--- src/rtl/gainctl_pkg.sv ---
// Package: gainctl_pkg
// Shared widths and types for the serial gain-control slave.
// The field widths are fixed by the analog core, so they sit here
// rather than as module parameters.
package gainctl_pkg;

    localparam int PWR_W      = 2;
    localparam int GAIN_W     = 6;
    localparam int DATA_W     = PWR_W + GAIN_W;
    localparam int ADDR_W     = 3;
    localparam int FRAME_BITS = 1 + ADDR_W + DATA_W;

    typedef struct packed {
        logic [PWR_W-1:0]  pwr;
        logic [GAIN_W-1:0] gain;
    } ctrl_t;

    typedef enum logic {
        RW_WRITE = 1'b0,
        RW_READ  = 1'b1
    } rw_e;

endpackage

--- src/rtl/gainctl_in_sync.sv ---
// Module: gainctl_in_sync
// Multi-flop synchronizer for a bundle of slow asynchronous pins.
// Assumes every pin stays stable for several system clocks, so bits
// are synchronized one by one with no skew alignment.
// RST_VAL gives the idle level of each pin.
module gainctl_in_sync #(
    parameter int               WIDTH   = 3,
    parameter int               STAGES  = 2,
    parameter logic [WIDTH-1:0] RST_VAL = '0
) (
    input  logic             clk,
    input  logic             rst_n,
    input  logic [WIDTH-1:0] async_i,
    output logic [WIDTH-1:0] level_o
);

    for (genvar g = 0; g < WIDTH; g++) begin : g_bit
        logic [STAGES-1:0] chain_q;

        // Shift the pin through STAGES flops toward the system domain.
        always_ff @(posedge clk) begin
            if (!rst_n) chain_q <= {STAGES{RST_VAL[g]}};
            else        chain_q <= {chain_q[STAGES-2:0], async_i[g]};
        end

        assign level_o[g] = chain_q[STAGES-1];
    end

endmodule

--- src/rtl/gainctl_frame_rx.sv ---
// Module: gainctl_frame_rx
// Deserializes one frame from the synchronized link.
// Produces a header strobe after the 4th rising edge and a write strobe
// with the data byte after the 12th rising edge.
// Assumes the inputs are already synchronized and that sclk_rise_i is a
// single-cycle strobe. Select high clears the bit count, which drops
// any partial frame.
module gainctl_frame_rx
    import gainctl_pkg::*;
(
    input  logic              clk,
    input  logic              rst_n,
    input  logic              csn_s_i,
    input  logic              sclk_rise_i,
    input  logic              sdio_s_i,
    output logic              hdr_stb_o,
    output rw_e               rw_o,
    output logic [ADDR_W-1:0] addr_o,
    output logic              wr_stb_o,
    output logic [DATA_W-1:0] wr_data_o
);

    localparam int CNT_W = $clog2(FRAME_BITS + 1);
    localparam logic [CNT_W-1:0] HDR_LAST  = CNT_W'(ADDR_W);
    localparam logic [CNT_W-1:0] DATA_LAST = CNT_W'(FRAME_BITS - 1);
    localparam logic [CNT_W-1:0] CNT_FULL  = CNT_W'(FRAME_BITS);

    logic [CNT_W-1:0]  bit_cnt_q;
    logic [DATA_W-1:0] shift_q;
    logic [ADDR_W:0]   header;

    // Header bits: the three already held plus the bit on the line now.
    assign header = {shift_q[ADDR_W-1:0], sdio_s_i};

    // Count edges, shift bits in and raise the header and commit strobes.
    always_ff @(posedge clk) begin
        if (!rst_n) begin
            bit_cnt_q <= '0;
            shift_q   <= '0;
            hdr_stb_o <= 1'b0;
            rw_o      <= RW_WRITE;
            addr_o    <= '0;
            wr_stb_o  <= 1'b0;
            wr_data_o <= '0;
        end else begin
            hdr_stb_o <= 1'b0;
            wr_stb_o  <= 1'b0;
            if (csn_s_i) begin
                bit_cnt_q <= '0;
            end else if (sclk_rise_i && bit_cnt_q != CNT_FULL) begin
                shift_q   <= {shift_q[DATA_W-2:0], sdio_s_i};
                bit_cnt_q <= bit_cnt_q + 1'b1;
                if (bit_cnt_q == HDR_LAST) begin
                    rw_o      <= rw_e'(header[ADDR_W]);
                    addr_o    <= header[ADDR_W-1:0];
                    hdr_stb_o <= 1'b1;
                end
                if (bit_cnt_q == DATA_LAST) begin
                    wr_data_o <= {shift_q[DATA_W-2:0], sdio_s_i};
                    wr_stb_o  <= (rw_o == RW_WRITE);
                end
            end
        end
    end

    // The edge counter never passes one full frame.
    assert_cnt_bound_R1: assert property (@(posedge clk) disable iff (!rst_n)
        bit_cnt_q <= CNT_FULL);

    // An idle select forbids a commit on the following cycle.
    assert_no_commit_idle_R10: assert property (@(posedge clk) disable iff (!rst_n)
        csn_s_i |=> !wr_stb_o);

    // A rising select empties the edge counter.
    assert_abort_clears_R10: assert property (@(posedge clk) disable iff (!rst_n)
        $rose(csn_s_i) |=> bit_cnt_q == '0);

endmodule

--- src/rtl/gainctl_regs.sv ---
// Module: gainctl_regs
// Holds the control word and the power-up hold-off counter.
// Decides whether a committed write is accepted, and muxes the readback
// byte for the addressed register.
// Assumes tx_en_i is synchronous to clk.
module gainctl_regs
    import gainctl_pkg::*;
#(
    parameter int               HOLDOFF_CYCLES = 10000,
    parameter logic [ADDR_W-1:0] CTRL_ADDR     = '0
) (
    input  logic              clk,
    input  logic              rst_n,
    input  logic              wr_stb_i,
    input  logic [ADDR_W-1:0] addr_i,
    input  logic [DATA_W-1:0] wr_data_i,
    input  logic              tx_en_i,
    output ctrl_t             ctrl_o,
    output logic [DATA_W-1:0] rd_data_o
);

    localparam int HO_W = $clog2(HOLDOFF_CYCLES + 2);
    localparam logic [HO_W-1:0] HO_END = HO_W'(HOLDOFF_CYCLES);

    logic [HO_W-1:0] holdoff_q;
    logic            ready;
    logic            addr_hit;
    logic            wr_ok;

    assign ready    = (holdoff_q == HO_END);
    assign addr_hit = (addr_i == CTRL_ADDR);
    assign wr_ok    = wr_stb_i && addr_hit && !tx_en_i && ready;

    // Count system clocks after reset until the hold-off expires.
    always_ff @(posedge clk) begin
        if (!rst_n)      holdoff_q <= '0;
        else if (!ready) holdoff_q <= holdoff_q + 1'b1;
    end

    // Store an accepted write in the control word.
    always_ff @(posedge clk) begin
        if (!rst_n)     ctrl_o <= '0;
        else if (wr_ok) ctrl_o <= ctrl_t'(wr_data_i);
    end

    // Readback: the control word at its address, zero elsewhere.
    always_comb begin
        rd_data_o = addr_hit ? DATA_W'(ctrl_o) : '0;
    end

    // Transmit enable freezes the control word.
    assert_txen_block_R5: assert property (@(posedge clk) disable iff (!rst_n)
        tx_en_i |=> $stable(ctrl_o));

    // The hold-off freezes the control word.
    assert_holdoff_block_R6: assert property (@(posedge clk) disable iff (!rst_n)
        !ready |=> $stable(ctrl_o));

    // A commit aimed at another address leaves the word alone.
    assert_foreign_addr_R9: assert property (@(posedge clk) disable iff (!rst_n)
        (wr_stb_i && !addr_hit) |=> $stable(ctrl_o));

endmodule

--- src/rtl/gainctl_rd_drive.sv ---
// Module: gainctl_rd_drive
// Serializes the readback byte onto the shared data line.
// The enable turns on at the first serial clock falling edge after a
// read header, and each later falling edge moves to the next bit.
// Assumes hdr_stb_i arrives before that falling edge.
module gainctl_rd_drive
    import gainctl_pkg::*;
(
    input  logic              clk,
    input  logic              rst_n,
    input  logic              csn_s_i,
    input  logic              sclk_fall_i,
    input  logic              hdr_stb_i,
    input  rw_e               rw_i,
    input  logic [DATA_W-1:0] rd_data_i,
    output logic              sdio_o,
    output logic              sdio_oe_o
);

    logic              armed_q;
    logic [DATA_W-1:0] out_q;

    // Load the byte on a read header, then step it out on falling edges.
    always_ff @(posedge clk) begin
        if (!rst_n) begin
            armed_q   <= 1'b0;
            sdio_oe_o <= 1'b0;
            out_q     <= '0;
        end else if (csn_s_i) begin
            armed_q   <= 1'b0;
            sdio_oe_o <= 1'b0;
        end else if (hdr_stb_i) begin
            armed_q   <= (rw_i == RW_READ);
            sdio_oe_o <= 1'b0;
            out_q     <= rd_data_i;
        end else if (sclk_fall_i && armed_q) begin
            if (!sdio_oe_o) sdio_oe_o <= 1'b1;
            else            out_q     <= {out_q[DATA_W-2:0], 1'b0};
        end
    end

    assign sdio_o = sdio_oe_o & out_q[DATA_W-1];

    // The driver only turns on at a serial clock falling edge.
    assert_oe_on_fall_R7: assert property (@(posedge clk) disable iff (!rst_n)
        $rose(sdio_oe_o) |-> $past(sclk_fall_i));

    // An idle select releases the line on the next cycle.
    assert_release_R8: assert property (@(posedge clk) disable iff (!rst_n)
        csn_s_i |=> !sdio_oe_o);

endmodule

--- src/rtl/gainctl_spi_slave.sv ---
// Module: gainctl_spi_slave (top)
// Three-wire serial slave that owns the bias/gain control word.
// It synchronizes the link pins and detects serial clock edges, then
// ties the frame receiver, the register store and the readback driver
// together.
// Assumes the serial clock runs well below clk/4.
module gainctl_spi_slave
    import gainctl_pkg::*;
#(
    parameter int                HOLDOFF_CYCLES = 10000,
    parameter int                SYNC_STAGES    = 2,
    parameter logic [ADDR_W-1:0] CTRL_ADDR      = '0
) (
    input  logic              clk,
    input  logic              rst_n,
    input  logic              sclk_i,
    input  logic              csn_i,
    input  logic              sdio_i,
    output logic              sdio_o,
    output logic              sdio_oe_o,
    input  logic              tx_en_i,
    output logic [PWR_W-1:0]  pwr_lvl_o,
    output logic [GAIN_W-1:0] gain_lvl_o
);

    localparam int PIN_CSN  = 2;
    localparam int PIN_SCLK = 1;
    localparam int PIN_SDIO = 0;

    logic [2:0]        pins_s;
    logic              sclk_prev_q;
    logic              sclk_rise;
    logic              sclk_fall;
    logic              hdr_stb;
    rw_e               frame_rw;
    logic [ADDR_W-1:0] frame_addr;
    logic              wr_stb;
    logic [DATA_W-1:0] wr_data;
    logic [DATA_W-1:0] rd_data;
    ctrl_t             ctrl;

    gainctl_in_sync #(
        .WIDTH  (3),
        .STAGES (SYNC_STAGES),
        .RST_VAL(3'b100)
    ) u_sync (
        .clk    (clk),
        .rst_n  (rst_n),
        .async_i({csn_i, sclk_i, sdio_i}),
        .level_o(pins_s)
    );

    // Keep the previous serial clock level for edge detection.
    always_ff @(posedge clk) begin
        if (!rst_n) sclk_prev_q <= 1'b0;
        else        sclk_prev_q <= pins_s[PIN_SCLK];
    end

    assign sclk_rise = pins_s[PIN_SCLK] & ~sclk_prev_q;
    assign sclk_fall = ~pins_s[PIN_SCLK] & sclk_prev_q;

    gainctl_frame_rx u_rx (
        .clk        (clk),
        .rst_n      (rst_n),
        .csn_s_i    (pins_s[PIN_CSN]),
        .sclk_rise_i(sclk_rise),
        .sdio_s_i   (pins_s[PIN_SDIO]),
        .hdr_stb_o  (hdr_stb),
        .rw_o       (frame_rw),
        .addr_o     (frame_addr),
        .wr_stb_o   (wr_stb),
        .wr_data_o  (wr_data)
    );

    gainctl_regs #(
        .HOLDOFF_CYCLES(HOLDOFF_CYCLES),
        .CTRL_ADDR     (CTRL_ADDR)
    ) u_regs (
        .clk      (clk),
        .rst_n    (rst_n),
        .wr_stb_i (wr_stb),
        .addr_i   (frame_addr),
        .wr_data_i(wr_data),
        .tx_en_i  (tx_en_i),
        .ctrl_o   (ctrl),
        .rd_data_o(rd_data)
    );

    gainctl_rd_drive u_drv (
        .clk        (clk),
        .rst_n      (rst_n),
        .csn_s_i    (pins_s[PIN_CSN]),
        .sclk_fall_i(sclk_fall),
        .hdr_stb_i  (hdr_stb),
        .rw_i       (frame_rw),
        .rd_data_i  (rd_data),
        .sdio_o     (sdio_o),
        .sdio_oe_o  (sdio_oe_o)
    );

    assign pwr_lvl_o  = ctrl.pwr;
    assign gain_lvl_o = ctrl.gain;

    // Outputs move only on a commit cycle.
    assert_change_on_commit_R3: assert property (@(posedge clk) disable iff (!rst_n)
        !wr_stb |=> $stable({pwr_lvl_o, gain_lvl_o}));

endmodule

--- config.mk ---
export PLATFORM = sky130hd
export DESIGN_NAME = gainctl_spi_slave
export DESIGN_NICKNAME = d
export VERILOG_FILES = /design/src/rtl/gainctl_pkg.sv /design/src/rtl/gainctl_in_sync.sv /design/src/rtl/gainctl_frame_rx.sv /design/src/rtl/gainctl_regs.sv /design/src/rtl/gainctl_rd_drive.sv /design/src/rtl/gainctl_spi_slave.sv
export SDC_FILE = /design/constraint.sdc
export NUM_CORES = 1
export LEC_CHECK = 0
export BUFFER_PORTS_ARGS = -buffer_cell sky130_fd_sc_hd__clkbuf_2
export CORE_ASPECT_RATIO = 0.7
export CORE_MARGIN = 3
export CORE_UTILIZATION = 35
export DETAILED_ROUTE_END_ITERATION = 6
export PLACE_DENSITY = 0.51
export SETUP_SLACK_MARGIN = 0.2
export SLEW_MARGIN = 20
export SYNTH_ARGS = -nofsm -noshare
export SYNTH_HDL_FRONTEND = slang
export SYNTH_HIERARCHICAL = 1
export SYNTH_SLANG_ARGS = --single-unit
--- constraint.sdc ---
create_clock -name clk -period 4.65 [get_ports clk]
set_input_delay 0.2325 -clock clk [delete_from_list [all_inputs] [get_ports clk]]
set_output_delay 0.2325 -clock clk [all_outputs]
set_load 0.05 [all_outputs]
==> metrics.md, run 1 <==
| Metric | Value |
|---|---|
| Worst hold path class | input port to register |
| Number of hold violations in the final report | 0 |
| Max H-tree Level | 3 |
| Vias/cell | 4.84 |
| Die ar. | 9200 um^2 |
| CTS tree | built |
| I/O Pins | 16 |
| Number of synthesized flops with an enable pin | 0 |
| RSZ-0062 raised after global routing | false |
| Cell row count | 26 |
| Sink Count | 64 |
| CTS Buffer Depth | 2 |
| Post-synth top area cell | dfxtp_1 |
| Critical Path Slowest Stage Cell | or4b_1 |
| Vias | 1,904 |
| Largest net degree at the start of global routing | 60 |
| Design area | 3250 um^2 |
| GRT Overall Usage | 0.130 |
| Crit. Startpoint | u_sync/g_bit[1].chain_q[1]$_SDFF_PN0_ |
| Crit-path max cell delay | 0.74 ns |
| Yosys cell types | 46 |
| Post-DP HPWL | 3620 um |
| Worst slew pin tran | 0.769 ns |
| Final WL | 5440 um |
| Post-CTS Repair Setup Buffers | 0 |
| Fillers | 753 |
| Total core area | about 7500 um^2 |
| Internal power | 1.08 mW |
| Post-route DRC | 0 |
| CP Max Fanout | 9 |
| Root Driver | clkbuf_16 |
| #FFs+latches synth | 64 |
| Kind of critical path | register to register |
| Comb pwr share | 0.021 |
| First drt pass iteration count | 4 |
| Die X | roughly 110 um |
| Cell Chain, Critical Path | nor2b_1, nand2_2, or4b_1, mux2i_1 |
| Final cell count without fillers | 393 |
| Max-slew violations | 0 |
| Setup TNS | 0 ns |
| Pleak | around 1.3 nW |
| PostCTS Resize Cnt | 0 |
| Status | finished clean |
| Drt first-iter violations | 69 |
| Initial Utilization | 0.374 |
| WL per Instance | around 14 um |
| Port bufs | 15 |
| Vias in the first global route | 1,800 |
| CP required | 4.84 ns |
| Worst-Skew Late Latency | 0.32 ns |
| Placed insts | 377 |
| Minimum clock period | about 1.9 ns |
| PwrDens | ~400 nW/um^2 |
| Routed Antenna Nets | 0 |
| RR Startpoint | u_sync/g_bit[1].chain_q[1]$_SDFF_PN0_ |
| WP data arrival | 2.07 ns |
| CTS buffer count | 9 |
| Fin Clk Skew | 0.00420 ns |
| Async SR Flop Fraction | 0 |
| Syn Inst Count | 279 |
| CP top delay family | simple AND/OR/NAND/NOR gates |
| Area growth syn-to-layout | 15.1% |
| Total Nets Final | 300 |
| CP Buf/Inv Count | 0 |
| VDD IR max | 269 uV |
| Psw | ~0.25 mW |
| Antenna fix cells | 0 |
| Sequential share of the synthesized area | 0.454 |
| Final setup fails | 0 |
| First-pass GRT wire length | around 9100 um |
| HP Start | csn_i |
| CTS Hold Buffers Added | 0 |
| Most common cell after layout, fill and taps aside | dfxtp_1 |
| Top cell type's share of synthesized area | 0.454 |
| Period utilization | 0.404 |
| Clock power share | 0.562 |
| CP Capture Type | register |
| Ys flop type | dfxtp_1 |
| CP Launch Type | register |
| Main area contributors after synthesis | dfxtp_1, mux2i_1, and2_1 |
| Cell Area, Synth | between 2000 and 3000 um^2 |
| Placed Area | 2910 um^2 |
| Slew headroom | 0.483 |
| Initial antenna violation count | 0 |
| Placer congestion estimate | 0.757 |
| Fmax | 532 MHz |
| Gr ovfl total | 0 |
| Synthesized net count | slightly below 300 |
| Vert. Die Dim | around 81 um |
| CTS clk-pin slew, worst paths | 0.05 ns |
| Sw Share | 0.190 |
| MaxCap Viol Count | 0 |
| Avg Cell Area, Syn | 10.1 um^2 |
| Synth Warn # | 6 |
| Fraction of layout cells with a size suffix above 1 | 0.156 |
| Most frequent cells in the layout | dfxtp_1, nand2_1, mux2i_1 |
| Sequential power share | 0.417 |
## layer usage
| layer | global-route usage | wire length [um] | vias to the layer above |
|---|---|---|---|
| li1 | - | - | 991 |
| met1 | 0.193 | 3180 | 875 |
| met2 | 0.161 | 1950 | 28 |
| met3 | 0.0521 | 234 | 10 |
| met4 | 0.0540 | 74 | 0 |
| met5 | 0 | 0 | - |
## sequential cells by signal, indices dropped and copies added, names as in the netlist
name	count
sclk_prev_q	1
u_drv/armed_q	1
u_drv/out_q	8
u_drv/sdio_oe_o	1
u_regs/ctrl_o	8
u_regs/holdoff_q	14
u_rx/addr_o	3
u_rx/bit_cnt_q	4
u_rx/hdr_stb_o	1
u_rx/rw_o	1
u_rx/shift_q	7
u_rx/wr_data_o	8
u_rx/wr_stb_o	1
u_sync/g_bit.chain_q	6
## final timing paths
kind                                      endpoint  slack, ns  cells past startpoint
max                 u_rx/wr_data_o[0]$_SDFFE_PN0P_       2.77                      4
min          u_sync/g_bit[2].chain_q[0]$_SDFF_PN1_       0.09                      2
max reg2reg         u_rx/wr_data_o[0]$_SDFFE_PN0P_       2.77                      4
min reg2reg  u_sync/g_bit[2].chain_q[1]$_SDFF_PN1_       0.41                      1
## layout make-up
type	instances	area, um^2	area share
Sequential cell	64	1280	0.394
Tap cell	98	123	0.0377
Timing Repair Buffer	16	82.6	0.0254
Multi-Input combinational cell	192	1400	0.431
Clock buffer	9	225	0.0693
Clock inverter	7	110	0.0339
Inverter	7	26.3	0.00809
## synth_stat cells, types with 4 or more instances
cell	instances
nand4_1	6
buf_6	4
a21oi_1	5
dfxtp_1	64
ha_1	4
o21ai_0	5
buf_2	4
mux2i_1	29
buf_4	5
o221a_1	7
nor2b_1	5
o311a_1	4
nand3_1	7
xnor2_1	10
and2_1	26
and3_1	4
nand2_1	41
inv_1	7
nand2b_1	7
## stage by stage
step                 util  total power, mW  hold WS (ns)  setup slack [ns]
finish              0.431             1.34        0.0877              2.77
global route        0.431             1.39        0.0873              2.65
CTS                 0.431             1.36        0.0752              2.78
detailed placement  0.386            0.598         0.393              2.78
global placement    0.386            0.597         0.389              2.83
floorplan               -            0.591         0.306              3.01
## power by group through the flow
stage	logic [mW]	registers, mW	clock network (mW)
finish	0.0280	0.558	0.752
global route	0.0323	0.558	0.799
CTS	0.0286	0.558	0.774
detailed placement	0.0285	0.570	0
global placement	0.0278	0.569	0
floorplan	0.0236	0.567	0
## cells by family (layout without fill, tap and decap cells)
kind of cell | after synthesis | count (layout) | synth area share
DFF | 64 | 64 | 0.454
adders and majority gates | 4 | 4 | 0.0177
buffers and inverters | 23 | 39 | 0.0496
xor gates and xnor gates | 11 | 11 | 0.0341
AOI/OAI and AO/OA | 29 | 29 | 0.0851
muxes | 29 | 29 | 0.103
and+or+nand+nor | 119 | 119 | 0.257
(Power assumes the default switching activity.)
==> run 2, diff against run 1 <==
--- a/config.mk
+++ b/config.mk
@@ -10,7 +10,7 @@
 export CORE_MARGIN = 3
 export CORE_UTILIZATION = 35
 export DETAILED_ROUTE_END_ITERATION = 6
-export PLACE_DENSITY = 0.51
+export PLACE_DENSITY = 0.52
 export SETUP_SLACK_MARGIN = 0.2
 export SLEW_MARGIN = 20
 export SYNTH_ARGS = -nofsm -noshare
==> constraint.sdc (replaced) <==
create_clock -name clk -period 1.54 [get_ports clk]
set_input_delay 0.077 -clock clk [delete_from_list [all_inputs] [get_ports clk]]
set_output_delay 0.077 -clock clk [all_outputs]
set_load 0.05 [all_outputs]
==> run 2 against run 1 <==
  * Total power rose to 2.8 times the previous value
  * Sequential power rose to 3.0 times the previous value
  * Cell count increased by 7.6%
  * Critical path type unchanged
  * Largest cell class unchanged
  * Highest routed layer unchanged
==> metrics.md, run 2 (synthesized netlist as in run 1, its figures left out) <==
| Metric | Value |
|---|---|
| Slew headroom | 0.657 (+0.174) |
| Total Nets Final | 330 (+10%) |
| Vias/cell | 4.84 (about the same) |
| Pleak | 1.47 nW (+11%) |
| CTS Buffer Depth | 2 (unchanged) |
| Post-DP HPWL | 3910 um (+8.1%) |
| Post-route DRC | 0 (unchanged) |
| Placer congestion estimate | 0.761 (+0.49%) |
| VDD IR max | 576 uV (+110%) |
| Fmax | 682 MHz (+28%) |
| CTS tree | built |
| WP data arrival | 1.67 ns (-0.40 ns) |
| Most frequent cells in the layout | dfxtp_1, nand2_1, mux2i_1 |
| First-pass GRT wire length | 9540 um (+4.8%) |
| Initial Utilization | 0.374 (unchanged) |
| Vias | 2,048 (+7.6%) |
| Most common cell after layout, fill and taps aside | dfxtp_1 |
| Status | finished clean |
| Design area | 3570 um^2 (+9.8%) |
| Fillers | 723 (-4.0%) |
| I/O Pins | 16 (unchanged) |
| Multi-input gate area | 1490 um^2 (+6.5%) |
| Placed Area | 3070 um^2 (+5.2%) |
| PwrDens | 1040 nW/um^2 (+150%) |
| Worst-Skew Late Latency | 0.33 ns (about the same) |
| Drt first-iter violations | 142 (+110%) |
| Vert. Die Dim | 81.1 um (unchanged) |
| Worst hold path class | input port to register |
| Worst slew pin tran | 0.514 ns (-0.255 ns) |
| Total core area | 7550 um^2 (unchanged) |
| CP Launch Type | register |
| Top reg by flops | u_regs/holdoff_q |
| First drt pass iteration count | 4 (unchanged) |
| Final WL | 5740 um (+5.5%) |
| Kind of critical path | register to register |
| Final setup fails | 0 (unchanged) |
| Vias in the first global route | 1,908 (+6.0%) |
| MaxCap Viol Count | 0 (unchanged) |
| Largest net degree at the start of global routing | 24 (-60%) |
| Number of hold violations in the final report | 0 (unchanged) |
| Max-slew violations | 0 (unchanged) |
| Fin Clk Skew | 0.00512 ns (+0.000923 ns) |
| Period utilization | 0.953 (+0.548) |
| Max H-tree Level | 3 (unchanged) |
| Antenna fix cells | 0 (unchanged) |
| Port bufs | 15 (unchanged) |
| Area growth syn-to-layout | 26.4% |
| FF/Latch Area | 1300 um^2 (+1.7%) |
| CP Max Fanout | 7 (-2) |
| CTS buffer count | 9 (unchanged) |
| Die X | 113 um (unchanged) |
| Cell row count | 26 (unchanged) |
| Sink Count | 64 (unchanged) |
| GRT Overall Usage | 0.137 (+0.00744) |
| Fraction of layout cells with a size suffix above 1 | 0.302 (+0.146) |
| Gr ovfl total | 0 (unchanged) |
| Setup TNS | 0 ns (unchanged) |
| Root Driver | clkbuf_16 |
| Initial antenna violation count | 0 (unchanged) |
| CP required | 1.75 ns (-3.09 ns) |
| CP Capture Type | register |
| Routed Antenna Nets | 0 (unchanged) |
| WL per Instance | 13.6 um (-2.0%) |
| Die ar. | 9200 um^2 (unchanged) |
| Final worst slack | 0.0731 ns (-2.70 ns) |
| Minimum clock period | 1.47 ns (-0.412 ns) |
| CTS clk-pin slew, worst paths | 0.05 ns (about the same) |
| RSZ-0062 raised after global routing | true |
| Max reg flops | 14 (unchanged) |
| Worst slack, placed | -0.0338 ns (-2.82 ns) |
==> run 2: changes by cell type in the layout (fill, tap and decap cells not counted), moves of 3 or more <==
cell           before  now
dfxtp_2             0    8
buf_4               1   23
clkbuf_8            0    3
inv_1               7    4
dlygate4sd3_1       0    3
dfxtp_1            64   53
dfxtp_4             0    3
buf_6               0    5
bufinv_16           3    0
==> run 2: layer usage <==
metal  global-route usage  wire length, um  vias to the layer above
met5                    0                0                        -
met4               0.0648               88                        0
met3               0.0588              260                       11
met2                0.200             2440                       30
met1                0.176             2950                      960
li1                     -                -                     1047
==> run 2: worst max-delay path, stage by stage (launching register included) <==
cell	delay, ns
dfxtp_4	0.38
inv_4	0.04
ha_4	0.15
and3_4	0.17
or3_4	0.45
mux2i_1	0.15
==> run 2: worst paths after layout <==
kind / cells past startpoint / startpoint / slack [ns] / end
max: 5 / u_rx/bit_cnt_q[0]$_SDFFE_PP0P_ / 0.07 / u_rx/shift_q[1]$_SDFFE_PN0P_
min: 4 / tx_en_i / 0.29 / u_regs/ctrl_o[1]$_SDFFE_PN0P_
max reg2reg: 5 / u_rx/bit_cnt_q[0]$_SDFFE_PP0P_ / 0.07 / u_rx/shift_q[1]$_SDFFE_PN0P_
min reg2reg: 1 / u_sync/g_bit[2].chain_q[0]$_SDFF_PN1_ / 0.41 / u_sync/g_bit[2].chain_q[1]$_SDFF_PN1_
==> run 2: power breakdown <==
| group | switching [mW] | internal, mW | leakage, nW |
|---|---|---|---|
| clock | 0.702 | 1.21 | 0.145 |
| combinational | 0.0605 | 0.0564 | 0.801 |
| sequential | 0.0117 | 1.67 | 0.523 |
==> run 2: layout make-up <==
type	count	area share
Clock inverter	3	0.00421
Timing Repair Buffer	46	0.0936
Sequential cell	64	0.365
Multi-Input combinational cell	192	0.418
Inverter	7	0.00877
Clock buffer	13	0.0757
Tap cell	98	0.0344
==> run 2: what timing repair did <==
action / 4_1_cts / 5_1_grt
hold buffers: 3 / 0
endpoints found under the setup margin: 40 / 41
pin swaps: 7 / 12
endpoints found under the hold margin: 3 / 0
gates resized for setup: 25 / 10
buffers inserted: 6 / 5
gates cloned: 1 / 0
==> run 2: metrics by stage <==
step | utilization | instances | power (mW) | hold WS, ns
after CTS | 0.464 | 418 | 3.76 | 0.296
after global routing | 0.473 | 423 | 3.85 | 0.304
final | 0.473 | 423 | 3.71 | 0.286
after detailed placement | 0.406 | 392 | 1.82 | 0.278
after global placement | 0.406 | 392 | 1.82 | 0.282
after floorplan | - | 279 | 1.79 | 0.150
==> run 3, diff against run 2 <==
--- a/config.mk
+++ b/config.mk
@@ -5,6 +5,7 @@
 export SDC_FILE = /design/constraint.sdc
 export NUM_CORES = 1
 export LEC_CHECK = 0
+export ABC_AREA = 1
 export BUFFER_PORTS_ARGS = -buffer_cell sky130_fd_sc_hd__clkbuf_2
 export CORE_ASPECT_RATIO = 0.7
 export CORE_MARGIN = 3
==> run 3 against run 2 <==
  * Wire length grew 4.4%
  * Total power shrank 2.5%
  * Critical path type unchanged
  * Hold slack lost 0.14 ns
  * Non-clock buffer count shrank 11
  * Sequential cell count is the same
  * Maximum frequency grew 10%
  * Die area grew 4.9%
  * Via count grew 22%
  * Clock skew is essentially flat
  * Combinational power is essentially flat
  * Largest power group unchanged
==> metrics.md, run 3 <==
| Metric | Value |
|---|---|
| RSZ-0062 raised after global routing | true |
| Worst-Skew Late Latency | 0.33 ns (about the same) |
| Max H-tree Level | 3 (unchanged) |
| Most frequent cell after synthesis | nand2_1 |
| Number of synthesized flops with an enable pin | 0 (unchanged) |
| Worst slew pin tran | 0.286 ns (-0.228 ns) |
| First drt pass iteration count | 4 (unchanged) |
| CTS clk-pin slew, worst paths | 0.05 ns (about the same) |
| Reg2reg setup slack | 0.21 ns (+0.13 ns) |
| CTS tree | built |
| VDD IR max | 589 uV (+2.2%) |
| Synthesized net count | 434 (+50%) |
| Crit-path max cell delay | 0.35 ns (-0.10 ns) |
| Final setup fails | 0 (unchanged) |
| Number of hold violations in the final report | 0 (unchanged) |
| Status | finished clean |
| RR Startpoint | u_rx/bit_cnt_q[0]$_SDFFE_PP0P_ |
| Fin Clk Skew | 0.00499 ns (-0.000129 ns) |
| Sw Share | 0.214 (+0.00585) |
| Port bufs | 15 (unchanged) |
| Avg Cell Area, Syn | 7.01 um^2 (-31%) |
| Vias in the first global route | 2,249 (+18%) |
| Kind of critical path | register to register |
| MaxCap Viol Count | 0 (unchanged) |
| Top reg by flops | u_regs/holdoff_q |
| Worst slack, placed | 0.123 ns (+0.157 ns) |
| Placer congestion estimate | 0.718 (-5.6%) |
| Total core area | 8040 um^2 (+6.5%) |
| Syn Inst Count | 424 (+52%) |
| Comb pwr share | 0.033 (+0.002) |
| Max-slew violations | 0 (unchanged) |
| Sequential share of the synthesized area | 0.431 (-0.0226) |
| Yosys cell types | 25 (-46%) |
| Cell Area, Synth | 2970 um^2 (+5.2%) |
| HP Start | rst_n |
| I/O Pins | 16 (unchanged) |
| WL per Instance | 10.6 um (-22%) |
| Die X | 116 um (+2.4%) |
| Minimum clock period | 1.33 ns (-0.133 ns) |
| Period utilization | 0.866 (-0.0866) |
| Pleak | 1.63 nW (+11%) |
| Main area contributors after synthesis | dfxtp_1, nand2_1, inv_1 |
| Slew headroom | 0.810 (+0.153) |
| Depth of the worst register-to-register path | 9 (+4) |
| Post-synth top area cell | dfxtp_1 |
| CP required | 1.77 ns (+0.02 ns) |
| Max reg flops | 14 (unchanged) |
| Final WL | 5990 um (+4.4%) |
| Sequential power share | 0.468 (+0.015) |
| Worst hold path class | input port to register |
| Post-DP HPWL | 4160 um (+6.3%) |
| CP Capture Type | register |
| Root Driver | clkbuf_16 |
| CTS buffer count | 9 (unchanged) |
| GRT Overall Usage | 0.138 (+0.000627) |
| Most frequent cells in the layout | nand2_1, nor2_1, inv_1 |
| Fmax | 750 MHz (+10%) |
| CP Launch Type | register |
| Clock power share | 0.499 (-0.017) |
| Critical Path Slowest Stage Cell | dfxtp_2 |
| WHS Endpoint | u_rx/shift_q[2]$_SDFFE_PN0P_ |
| Final worst slack | 0.207 ns (+0.133 ns) |
| Gr ovfl total | 0 (unchanged) |
| Vert. Die Dim | 83.1 um (+2.4%) |
| Hold slack | 0.144 ns (-0.142 ns) |
| Synth cell count leaders | nand2_1, inv_1, nor2_1, dfxtp_1, o21ai_0 |
| PwrDens | 994 nW/um^2 (-4.4%) |
| Drt first-iter violations | 137 (-3.5%) |
| Synth Warn # | 6 (unchanged) |
| Area growth syn-to-layout | 22.6% |
| Routed Antenna Nets | 0 (unchanged) |
| Psw | 0.776 mW (+0.26%) |
| Largest net degree at the start of global routing | 29 (+21%) |
| Top cell type's share of synthesized area | 0.431 (-0.0226) |
| Fraction of layout cells with a size suffix above 1 | 0.206 (-0.0959) |
| CTS Buffer Depth | 2 (unchanged) |
| CP Max Fanout | 8 (+1) |
| Most common cell after layout, fill and taps aside | nand2_1 |
| Hold path depth | 3 (-1) |
| Setup TNS | 0 ns (unchanged) |
| Initial antenna violation count | 0 (unchanged) |
| Cell Chain, Critical Path | inv_2, ha_4, nand3_4, nand3_4, nor2_4, buf_12, nand2_1, nand2_1, nor2_1 |
| Sink Count | 64 (unchanged) |
| Ys flop type | dfxtp_1 |
| Cell row count | 27 (+3.8%) |
| Vias/cell | 4.44 (-8.4%) |
| Vias | 2,497 (+22%) |
| Crit Reg-Reg Endpoint | u_rx/wr_data_o[6]$_SDFFE_PN0P_ |
| WP data arrival | 1.56 ns (-0.11 ns) |
| Antenna fix cells | 0 (unchanged) |
| Die ar. | 9650 um^2 (+4.9%) |
| Total Nets Final | 467 (+42%) |
| Internal power | 2.84 mW (-3.2%) |
| Initial Utilization | 0.369 (-0.00457) |
| First-pass GRT wire length | 10,500 um (+10%) |
| Post-route DRC | 0 (unchanged) |
| #FFs+latches synth | 64 (unchanged) |
| Async SR Flop Fraction | 0 (unchanged) |
-- run 3: cell count changes in the layout (fill, tap and decap cells not counted), sizes merged, moves of 12 or more --
cell   change
inv       +68
nor2      +74
and2      -27
mux2i     -29
nand3     +17
o21ai     +22
nand2     +65
buf       -12
-- run 3: cell type report --
cell class,instances,area (um^2)
Timing Repair Buffer,35,267
Tap cell,101,126
Sequential cell,64,1290
Inverter,75,282
Fill cell,839,4400
Clock inverter,4,20.0
Clock buffer,12,246
Multi-Input combinational cell,272,1410
-- run 3: worst max path at each step --
stage	to	from	slack, ns	cells after the start
3_5_place_dp	u_rx/wr_data_o[5]$_SDFFE_PN0P_	u_rx/bit_cnt_q[0]$_SDFFE_PP0P_	0.12	8
3_3_place_gp	u_rx/wr_data_o[5]$_SDFFE_PN0P_	u_rx/bit_cnt_q[0]$_SDFFE_PP0P_	0.17	8
2_1_floorplan	u_drv/out_q[2]$_SDFFE_PN0P_	u_drv/sdio_oe_o$_SDFFE_PP0P_	0.22	6
5_1_grt	u_rx/wr_data_o[6]$_SDFFE_PN0P_	u_rx/bit_cnt_q[0]$_SDFFE_PP0P_	0.13	9
4_1_cts	u_rx/wr_data_o[5]$_SDFFE_PN0P_	u_rx/bit_cnt_q[0]$_SDFFE_PP0P_	0.19	9
6_report	u_rx/wr_data_o[6]$_SDFFE_PN0P_	u_rx/bit_cnt_q[0]$_SDFFE_PP0P_	0.21	9
-- run 3: timing repair --
item,CTS,global route
gates cloned,0,1
endpoints found under the hold margin,3,0
resized for setup,2,36
buffers inserted,1,10
hold buffers,3,0
endpoints found under the setup margin,19,36
pin swaps,2,11
-- run 3: through the flow --
step | instances | total power [mW] | util | cell area (um^2)
floorplan | 424 | 1.80 | - | 2970
global placement | 532 | 1.82 | 0.388 | 3120
detailed placement | 532 | 1.82 | 0.388 | 3120
CTS | 552 | 3.66 | 0.428 | 3440
global route | 563 | 3.79 | 0.453 | 3640
finish | 563 | 3.62 | 0.453 | 3640
-- run 3: metal layers --
layer / up-vias / GRT usage / wire [um]
met5: - / 0 / 0
met2: 33 / 0.181 / 2370
met3: 9 / 0.0554 / 298
li1: 1360 / - / -
met1: 1095 / 0.199 / 3230
met4: 0 / 0.0537 / 101
-- run 3: cells by family (layout without fill, tap and decap cells) --
logic type               count (synthesis)  count (layout)  synth area share
AND/OR/NAND/NOR                        223             223             0.349
adder cells (fa/ha/maj)                  4               4            0.0168
flip-flops                              64              64             0.431
buffers and inverters                   88             126             0.125
AO/OA/AOI/OAI                           43              43            0.0724
XOR/XNOR                                 2               2           0.00590
-- run 3: worst max-delay path, delay by kind of cell (launching register included) --
kind / cells / cell delay, ns
AND/OR/NAND/NOR: 6 / 0.50
flip-flops: 1 / 0.35
buffers and inverters: 2 / 0.20
adder cells (fa/ha/maj): 1 / 0.16
-- run 3: power by group through the flow --
stage	clock network, mW	logic (mW)	registers [mW]
CTS	1.87	0.109	1.69
floorplan	0	0.0811	1.72
finish	1.81	0.119	1.69
global placement	0	0.101	1.72
detailed placement	0	0.103	1.72
global route	1.96	0.139	1.69
